`src/rtl/pcm_port_pkg.sv`:
```
// Shared definitions for the dual-channel PCM serial port.
// Assumes a two-bit mode code driven from static configuration.
package pcm_port_pkg;
    typedef enum logic [1:0] {
        MODE_PAR  = 2'b00,
        MODE_MUX  = 2'b01,
        MODE_XCON = 2'b10,
        MODE_OFF  = 2'b11
    } pcm_mode_e;

    localparam int LANES     = 2;
    localparam int SLOTS_MAX = 2;
endpackage

```
`src/rtl/pcm_in_sync.sv`:
```
// Multi-stage synchronizer for slow asynchronous inputs.
// Assumes every input changes far less often than once per STAGES clocks;
// all bits pass through the same depth, so their relative timing is kept.
module pcm_in_sync #(
    parameter int WIDTH  = 7,
    parameter int STAGES = 2
) (
    input  logic             clk,
    input  logic             rst_n,
    input  logic [WIDTH-1:0] d_i,
    output logic [WIDTH-1:0] q_o
);
    logic [WIDTH-1:0] chain [STAGES];

    for (genvar g = 0; g < STAGES; g++) begin : g_stage
        // Shift the inputs one stage deeper each clock.
        always_ff @(posedge clk) begin
            if (!rst_n)
                chain[g] <= '0;
            else if (g == 0)
                chain[g] <= d_i;
            else
                chain[g] <= chain[(g == 0) ? 0 : g-1];
        end
    end

    assign q_o = chain[STAGES-1];
endmodule

```
`src/rtl/pcm_slot_engine.sv`:
```
// Bit and slot sequencer for one lane: one reference-side and one send-side
// line in each direction. A frame holds last_slot_i+1 slots of SAMPLE_W bits.
// Assumes single-cycle bit-clock edge pulses; a rise and a fall never coincide.
module pcm_slot_engine #(
    parameter int SAMPLE_W  = 8,
    parameter int SLOTS_MAX = 2
) (
    input  logic                                clk,
    input  logic                                rst_n,
    input  logic                                en_i,
    input  logic [$clog2(SLOTS_MAX)-1:0]        last_slot_i,
    input  logic                                rise_i,
    input  logic                                fall_i,
    input  logic                                sync_i,
    input  logic                                r_in_i,
    input  logic                                s_in_i,
    input  logic [SLOTS_MAX-1:0][SAMPLE_W-1:0]  tx_r_i,
    input  logic [SLOTS_MAX-1:0][SAMPLE_W-1:0]  tx_s_i,
    output logic                                r_out_o,
    output logic                                s_out_o,
    output logic                                drive_o,
    output logic [SAMPLE_W-1:0]                 rx_r_o,
    output logic [SAMPLE_W-1:0]                 rx_s_o,
    output logic                                rx_done_o,
    output logic [$clog2(SLOTS_MAX)-1:0]        rx_slot_o
);
    localparam int SLOT_W = $clog2(SLOTS_MAX);
    localparam int CNT_W  = $clog2(SAMPLE_W);
    localparam logic [CNT_W-1:0] LAST_BIT = CNT_W'(SAMPLE_W - 1);

    logic              sync_prev_q;
    logic              active_q;
    logic              started_q;
    logic [SLOT_W-1:0] slot_q;
    logic [CNT_W-1:0]  pos_q;
    logic [SAMPLE_W-1:0] tr_sh, ts_sh, rr_sh, rs_sh;
    logic              sync_start;
    logic [SLOT_W-1:0] next_slot;

    assign sync_start = fall_i && sync_i && !sync_prev_q;
    assign next_slot  = slot_q + 1'b1;

    // Frame sequencing: restart on sync, capture on falls, shift out on rises.
    always_ff @(posedge clk) begin
        if (!rst_n || !en_i) begin
            sync_prev_q <= 1'b0;
            active_q    <= 1'b0;
            started_q   <= 1'b0;
            slot_q      <= '0;
            pos_q       <= '0;
            tr_sh       <= '0;
            ts_sh       <= '0;
            rr_sh       <= '0;
            rs_sh       <= '0;
            rx_r_o      <= '0;
            rx_s_o      <= '0;
            rx_done_o   <= 1'b0;
            rx_slot_o   <= '0;
        end else begin
            rx_done_o <= 1'b0;
            if (fall_i) begin
                sync_prev_q <= sync_i;
                if (sync_start) begin
                    active_q  <= 1'b1;
                    started_q <= 1'b0;
                    slot_q    <= '0;
                    pos_q     <= '0;
                end else if (started_q) begin
                    rr_sh <= {rr_sh[SAMPLE_W-2:0], r_in_i};
                    rs_sh <= {rs_sh[SAMPLE_W-2:0], s_in_i};
                    if (pos_q == LAST_BIT) begin
                        rx_r_o    <= {rr_sh[SAMPLE_W-2:0], r_in_i};
                        rx_s_o    <= {rs_sh[SAMPLE_W-2:0], s_in_i};
                        rx_done_o <= 1'b1;
                        rx_slot_o <= slot_q;
                    end
                end
            end
            if (rise_i && active_q) begin
                if (!started_q) begin
                    started_q <= 1'b1;
                    tr_sh     <= tx_r_i[0];
                    ts_sh     <= tx_s_i[0];
                end else if (pos_q == LAST_BIT) begin
                    if (slot_q == last_slot_i) begin
                        active_q  <= 1'b0;
                        started_q <= 1'b0;
                    end else begin
                        slot_q <= next_slot;
                        pos_q  <= '0;
                        tr_sh  <= tx_r_i[next_slot];
                        ts_sh  <= tx_s_i[next_slot];
                    end
                end else begin
                    pos_q <= pos_q + 1'b1;
                    tr_sh <= {tr_sh[SAMPLE_W-2:0], 1'b0};
                    ts_sh <= {ts_sh[SAMPLE_W-2:0], 1'b0};
                end
            end
        end
    end

    assign r_out_o = tr_sh[SAMPLE_W-1];
    assign s_out_o = ts_sh[SAMPLE_W-1];
    assign drive_o = started_q;

    // a sync edge always rewinds the sequencer to bit 0 of slot 0.
    p_restart_r10: assert property (@(posedge clk) disable iff (!rst_n || !en_i)
        sync_start |=> (active_q && !started_q && pos_q == '0 && slot_q == '0));

    // the completion pulse never lasts two cycles.
    p_done_pulse_r8: assert property (@(posedge clk) disable iff (!rst_n || !en_i)
        rx_done_o |=> !rx_done_o);
endmodule

```
`src/rtl/pcm_duplex_port.sv`:
```
// Dual-channel PCM serial port top. It decodes the wiring mode, synchronizes
// the bit clock, syncs and data lines, runs one slot engine per lane and
// routes the received bytes to the per-channel registers.
// Assumes the bit clock is at least 4*SYNC_STAGES times slower than clk and
// that mode_i changes only between frames.
module pcm_duplex_port
    import pcm_port_pkg::*;
#(
    parameter int SAMPLE_W    = 8,
    parameter int SYNC_STAGES = 2
) (
    input  logic                     clk,
    input  logic                     rst_n,
    input  logic [1:0]               mode_i,
    input  logic                     bclk_i,
    input  logic                     sync_a_i,
    input  logic                     sync_b_i,
    input  logic [1:0]               r_line_i,
    input  logic [1:0]               s_line_i,
    input  logic [1:0][SAMPLE_W-1:0] tx_r_i,
    input  logic [1:0][SAMPLE_W-1:0] tx_s_i,
    output logic [1:0]               r_line_o,
    output logic [1:0]               s_line_o,
    output logic [1:0]               r_drive_o,
    output logic [1:0]               s_drive_o,
    output logic [1:0][SAMPLE_W-1:0] rx_r_o,
    output logic [1:0][SAMPLE_W-1:0] rx_s_o,
    output logic [1:0]               rx_valid_o
);
    localparam int SLOT_W = $clog2(SLOTS_MAX);
    localparam int IN_W   = 3 + 2 * LANES;

    pcm_mode_e mode;
    assign mode = pcm_mode_e'(mode_i);

    logic [IN_W-1:0]  in_s;
    logic             bclk_s, bclk_d, sync_a_s, sync_b_s;
    logic [LANES-1:0] r_s, s_s;
    logic             rise, fall;

    pcm_in_sync #(.WIDTH(IN_W), .STAGES(SYNC_STAGES)) u_sync (
        .clk   (clk),
        .rst_n (rst_n),
        .d_i   ({bclk_i, sync_a_i, sync_b_i, r_line_i, s_line_i}),
        .q_o   (in_s)
    );
    assign {bclk_s, sync_a_s, sync_b_s, r_s, s_s} = in_s;

    // Delay the synchronized bit clock by one cycle for edge detection.
    always_ff @(posedge clk) begin
        if (!rst_n) bclk_d <= 1'b0;
        else        bclk_d <= bclk_s;
    end
    assign rise = bclk_s && !bclk_d;
    assign fall = !bclk_s && bclk_d;

    logic [LANES-1:0]              en, esync, er_in, drv, rbit, sbit, done;
    logic [LANES-1:0][SLOT_W-1:0]  last_slot, done_slot;
    logic [LANES-1:0][SLOTS_MAX-1:0][SAMPLE_W-1:0] etx_r, etx_s;
    logic [LANES-1:0][SAMPLE_W-1:0] erx_r, erx_s;

    // Per-lane wiring chosen by the mode code.
    always_comb begin
        en[0]        = (mode != MODE_OFF);
        en[1]        = (mode == MODE_PAR) || (mode == MODE_XCON);
        last_slot[0] = (mode == MODE_MUX) ? SLOT_W'(1) : '0;
        last_slot[1] = '0;
        esync[0]     = sync_a_s;
        esync[1]     = (mode == MODE_XCON) ? sync_a_s : sync_b_s;
        for (int l = 0; l < LANES; l++) begin
            er_in[l] = (mode == MODE_XCON) ? 1'b0 : r_s[l];
            for (int s = 0; s < SLOTS_MAX; s++) begin
                etx_r[l][s] = (l == 0) ? tx_r_i[s] : tx_r_i[1];
                etx_s[l][s] = (l == 0) ? tx_s_i[s] : tx_s_i[1];
            end
        end
    end

    for (genvar g = 0; g < LANES; g++) begin : g_lane
        pcm_slot_engine #(.SAMPLE_W(SAMPLE_W), .SLOTS_MAX(SLOTS_MAX)) u_eng (
            .clk         (clk),
            .rst_n       (rst_n),
            .en_i        (en[g]),
            .last_slot_i (last_slot[g]),
            .rise_i      (rise),
            .fall_i      (fall),
            .sync_i      (esync[g]),
            .r_in_i      (er_in[g]),
            .s_in_i      (s_s[g]),
            .tx_r_i      (etx_r[g]),
            .tx_s_i      (etx_s[g]),
            .r_out_o     (rbit[g]),
            .s_out_o     (sbit[g]),
            .drive_o     (drv[g]),
            .rx_r_o      (erx_r[g]),
            .rx_s_o      (erx_s[g]),
            .rx_done_o   (done[g]),
            .rx_slot_o   (done_slot[g])
        );
        assign r_line_o[g]  = rbit[g];
        assign s_line_o[g]  = sbit[g];
        assign r_drive_o[g] = drv[g];
        assign s_drive_o[g] = drv[g] && (mode != MODE_XCON);
    end

    // Route finished bytes to their channel registers and raise the strobe.
    always_ff @(posedge clk) begin
        if (!rst_n) begin
            rx_r_o     <= '0;
            rx_s_o     <= '0;
            rx_valid_o <= '0;
        end else begin
            rx_valid_o <= '0;
            if (done[0] && en[0]) begin
                rx_r_o[done_slot[0]]     <= erx_r[0];
                rx_s_o[done_slot[0]]     <= erx_s[0];
                rx_valid_o[done_slot[0]] <= 1'b1;
            end
            if (done[1] && en[1]) begin
                rx_r_o[1]     <= erx_r[1];
                rx_s_o[1]     <= erx_s[1];
                rx_valid_o[1] <= 1'b1;
            end
        end
    end

    // each channel strobe is a single-cycle pulse.
    p_strobe_pulse_r8: assert property (@(posedge clk) disable iff (!rst_n)
        (rx_valid_o != '0) |=> ((rx_valid_o & $past(rx_valid_o)) == '0));

    // lane 1 never drives in multiplexed mode.
    p_mux_lane1_idle_r3: assert property (@(posedge clk) disable iff (!rst_n)
        (mode == MODE_MUX) |=> (!r_drive_o[1] && !s_drive_o[1]));

    // the inhibited code leaves every output quiet.
    p_inhibit_quiet_r5: assert property (@(posedge clk) disable iff (!rst_n)
        (mode == MODE_OFF) |=> (r_drive_o == '0 && s_drive_o == '0 && rx_valid_o == '0));

    // send-side outputs stay released in cross-connected mode.
    p_xcon_send_off_r4: assert property (@(posedge clk) disable iff (!rst_n)
        (mode == MODE_XCON) |-> (s_drive_o == '0));
endmodule

```
`config.mk`:
```
export PLATFORM = sky130hd
export DESIGN_NAME = pcm_duplex_port
export DESIGN_NICKNAME = d
export VERILOG_FILES = /design/src/rtl/pcm_port_pkg.sv /design/src/rtl/pcm_in_sync.sv /design/src/rtl/pcm_slot_engine.sv /design/src/rtl/pcm_duplex_port.sv
export SDC_FILE = /design/constraint.sdc
export NUM_CORES = 1
export LEC_CHECK = 0
export CAP_MARGIN = 20
export CORE_MARGIN = 3
export CORE_UTILIZATION = 25
export CTS_CLUSTER_DIAMETER = 60
export CTS_CLUSTER_SIZE = 16
export DETAILED_ROUTE_END_ITERATION = 12
export RECOVER_POWER = 100
export SYNTH_ARGS = -nofsm -noshare
export SYNTH_HDL_FRONTEND = slang
export SYNTH_SLANG_ARGS = --single-unit
```
`constraint.sdc`:
```
create_clock -name clk -period 2.7 [get_ports clk]
set_input_delay 0.54 -clock clk [delete_from_list [all_inputs] [get_ports clk]]
set_output_delay 0.54 -clock clk [all_outputs]
set_load 0.01 [all_outputs]
```
==> run_results.csv <==
group,metric,value,unit
status,status,"finished clean",
routing,drc,0,
clocking,root_buffer,"clkbuf_16",
place,placed_cell_area,7730,µm²
floorplan,core-area,25500,µm²
timing,hold_viol,0,
timing,fin_crit_sh,0.944,
routing,wl,15700,µm
setup_path,cp-start-kind,"input port",
yosys,synth.largest_area_cell,"dfxtp_1",
floorplan,die_w,168,µm
routing,vias,5025,
final_layout,nFillCells,2709,
global_routing,grt_pass1_wl,25400,µm
timing,min_period,2.55,ns
clocking,insertion_delay,0.44,ns
clocking,cts_sinks,158,
power_and_ir_drop,power-per-cell-area,600,nW/µm²
floorplan,rows,58,
job,max_cap_violations,0,
yosys,ys_types,42,
setup_path,path_class,"in2out",
timing,holdWs,0.435,ns
timing,max_freq,393,MHz
final_layout,final_area,8280,µm²
yosys,syn_nets,762,
floorplan,die_height,168,µm
yosys,synth_edf_count,0,
routing,firstDrtPassIters,4,
yosys,synth-async-reset-ratio,0,
routing,antenna_left,0,
final_layout,nNetsFinal,830,
global_routing,grt.total_usage,0.112,
yosys,synthFlopType,"dfxtp_1",
routing,wl_per_cell,13.9,µm
global_routing,grt_max_degree,41,
global_routing,grt.overflow.total,0,
floorplan,initial_utilization,0.257,
floorplan,dieArea,28300,µm²
setup_path,end_kind,"output port",
yosys,ys_ff_latch,158,
yosys,avgSynthCellArea,9.20,µm²
final_layout,final_common_cell,"dfxtp_1",
final_layout,fin_util,0.324,
routing,viasPerCell,4.46,
global_routing,antenna_found_initial,0,
final_layout,drive_gt1_frac,0.0716,
place,gp_congestion,0.741,
clocking,cts_resized,0,
yosys,ys_warn_count,0,
yosys,yosysSeqAreaShare,0.481,
timing,setup_violations,0,
timing,rsz0062_at_grt,"no",
yosys,synthCells,715,
final_layout,multi_input_comb_area,3110,µm²
power_and_ir_drop,vdd_drop_max,0.330,mV
clocking,clk_pin_slew,0.06,ns
place,io_buffer_count,84,
timing,slew-limit-headroom,0.319,
timing,finalClockSkew,0.0150,ns
final_layout,final_cell_mix,"dfxtp_1 (158), nand2_1 (133), mux2i_1 (93)",
setup_path,worst-path-max-fanout,6,
timing,slew_viol_final,0,
place,hpwl,11100,µm
yosys,syn_area,6580,µm²
floorplan,ios,85,
final_layout,syn_to_final_growth,25.9,%
clocking,clk_path_buf_depth,2,
clocking,numCtsBuffers,17,
routing,drtIter0Drc,337,
yosys,synth_top_area_share,0.481,
clocking,cts_tree,"built",
final_layout,antennaDiodeCount,0,
timing,finalSetupTns,0,ns
power_and_ir_drop,leakage,3.37,nW
global_routing,grt_pass1_vias,4812,
yosys,synth.area.top_cells,"dfxtp_1 (48%), mux2i_1 (14%), nand2_1 (7.6%)",
setup_path,worstPathArrival,2.01,ns
clocking,cts_setup_buffers,0,
min_path,min_path_type,"reg2reg",
timing,worst_pin_slew,1.02,ns
setup_path,cp.required,2.16,ns
clocking,h-tree-depth,4,
final_layout,seqCellArea,3160,µm²
clocking,hold_buffers,0,
## area by class of cell
cell class              count  share of cell area
well taps                 330              0.0498
repair buffers            108               0.119
flip-flops and latches    158               0.382
clock inverters            15              0.0213
clock buffers              17              0.0514
inverters                   3             0.00136
multi-input cells         495               0.375
## critical path: stages
cell and delay (ns):
dlygate4sd3_1 0.59, nand2b_4 0.11, and2_1 0.17, dlygate4sd3_1 0.59
## synthesized netlist by cell type (17+ instances only)
cell type,count
nand2_1,133
mux2i_1,93
and2_1,20
dfxtp_1,158
clkbuf_1,24
a21boi_0,17
a21oi_1,51
buf_2,19
o21ai_0,19
nand2b_1,24
nand3_1,27
nor2_1,27
## where the power goes
group | switching, mW | internal, mW | total (mW) | leakage [nW]
registers | 0.00518 | 2.34 | 2.35 | 1.28
logic | 0.0934 | 0.0959 | 0.189 | 1.82
clock network | 1.05 | 1.39 | 2.44 | 0.282
total | 1.15 | 3.83 | 4.97 | 3.37
## state kept, by name, indices dropped and copies added (netlist names)
register / cells
g_lane.u_eng.sync_prev_q: 2
g_lane.u_eng.tr_sh: 16
rx_valid_o: 2
g_lane.u_eng.active_q: 2
g_lane.u_eng.rx_done_o: 2
g_lane.u_eng.rx_slot_o: 1
g_lane.u_eng.pos_q: 6
g_lane.u_eng.drive_o: 2
g_lane.u_eng.rx_s_o: 16
g_lane.u_eng.rs_sh: 14
u_sync.chain: 14
g_lane.u_eng.slot_q: 2
bclk_d: 1
g_lane.u_eng.ts_sh: 16
g_lane.u_eng.rx_r_o: 16
rx_r_o: 16
g_lane.u_eng.rr_sh: 14
rx_s_o: 16
## metal layers
layer,vias to the layer above,part of all wire,track usage
met5,-,0,0
met4,0,0.015,0.0381
met3,15,0.033,0.0293
met2,62,0.48,0.183
met1,2329,0.47,0.142
li1,2619,-,-
## stage by stage
step	power, mW	worst slack, ns	cells
finish	4.97	0.152	1126
global route	5.16	0.111	1126
CTS	5.03	0.243	1126
detailed placement	2.59	0.256	1094
global placement	2.59	0.205	1094
floorplan	2.49	0.976	715
## logic make-up (layout without fill, tap and decap cells)
| group | count (synthesis) | after routing | share of synthesized area |
|---|---|---|---|
| and+or+nand+nor | 249 | 249 | 0.174 |
| DFF | 158 | 158 | 0.481 |
| AOI/OAI and AO/OA | 148 | 148 | 0.147 |
| muxes | 94 | 94 | 0.144 |
| buffers and inverters | 62 | 143 | 0.0464 |
| adders and majority gates | 4 | 4 | 0.00761 |
## path summary, 6_finish.rpt
| check | start | end | slack, ns | cells after the start |
|---|---|---|---|---|
| hold / removal | u_sync.chain[0][3] | u_sync.chain[1][3] | 0.44 | 1 |
| setup reg to reg | g_lane[0].u_eng.pos_q[0] | g_lane[0].u_eng.ts_sh[1] | 0.35 | 7 |
| setup / recovery | mode_i[1] | s_drive_o[0] | 0.15 | 4 |
| hold reg to reg | u_sync.chain[0][3] | u_sync.chain[1][3] | 0.44 | 1 |
(Power assumes the default switching activity.)
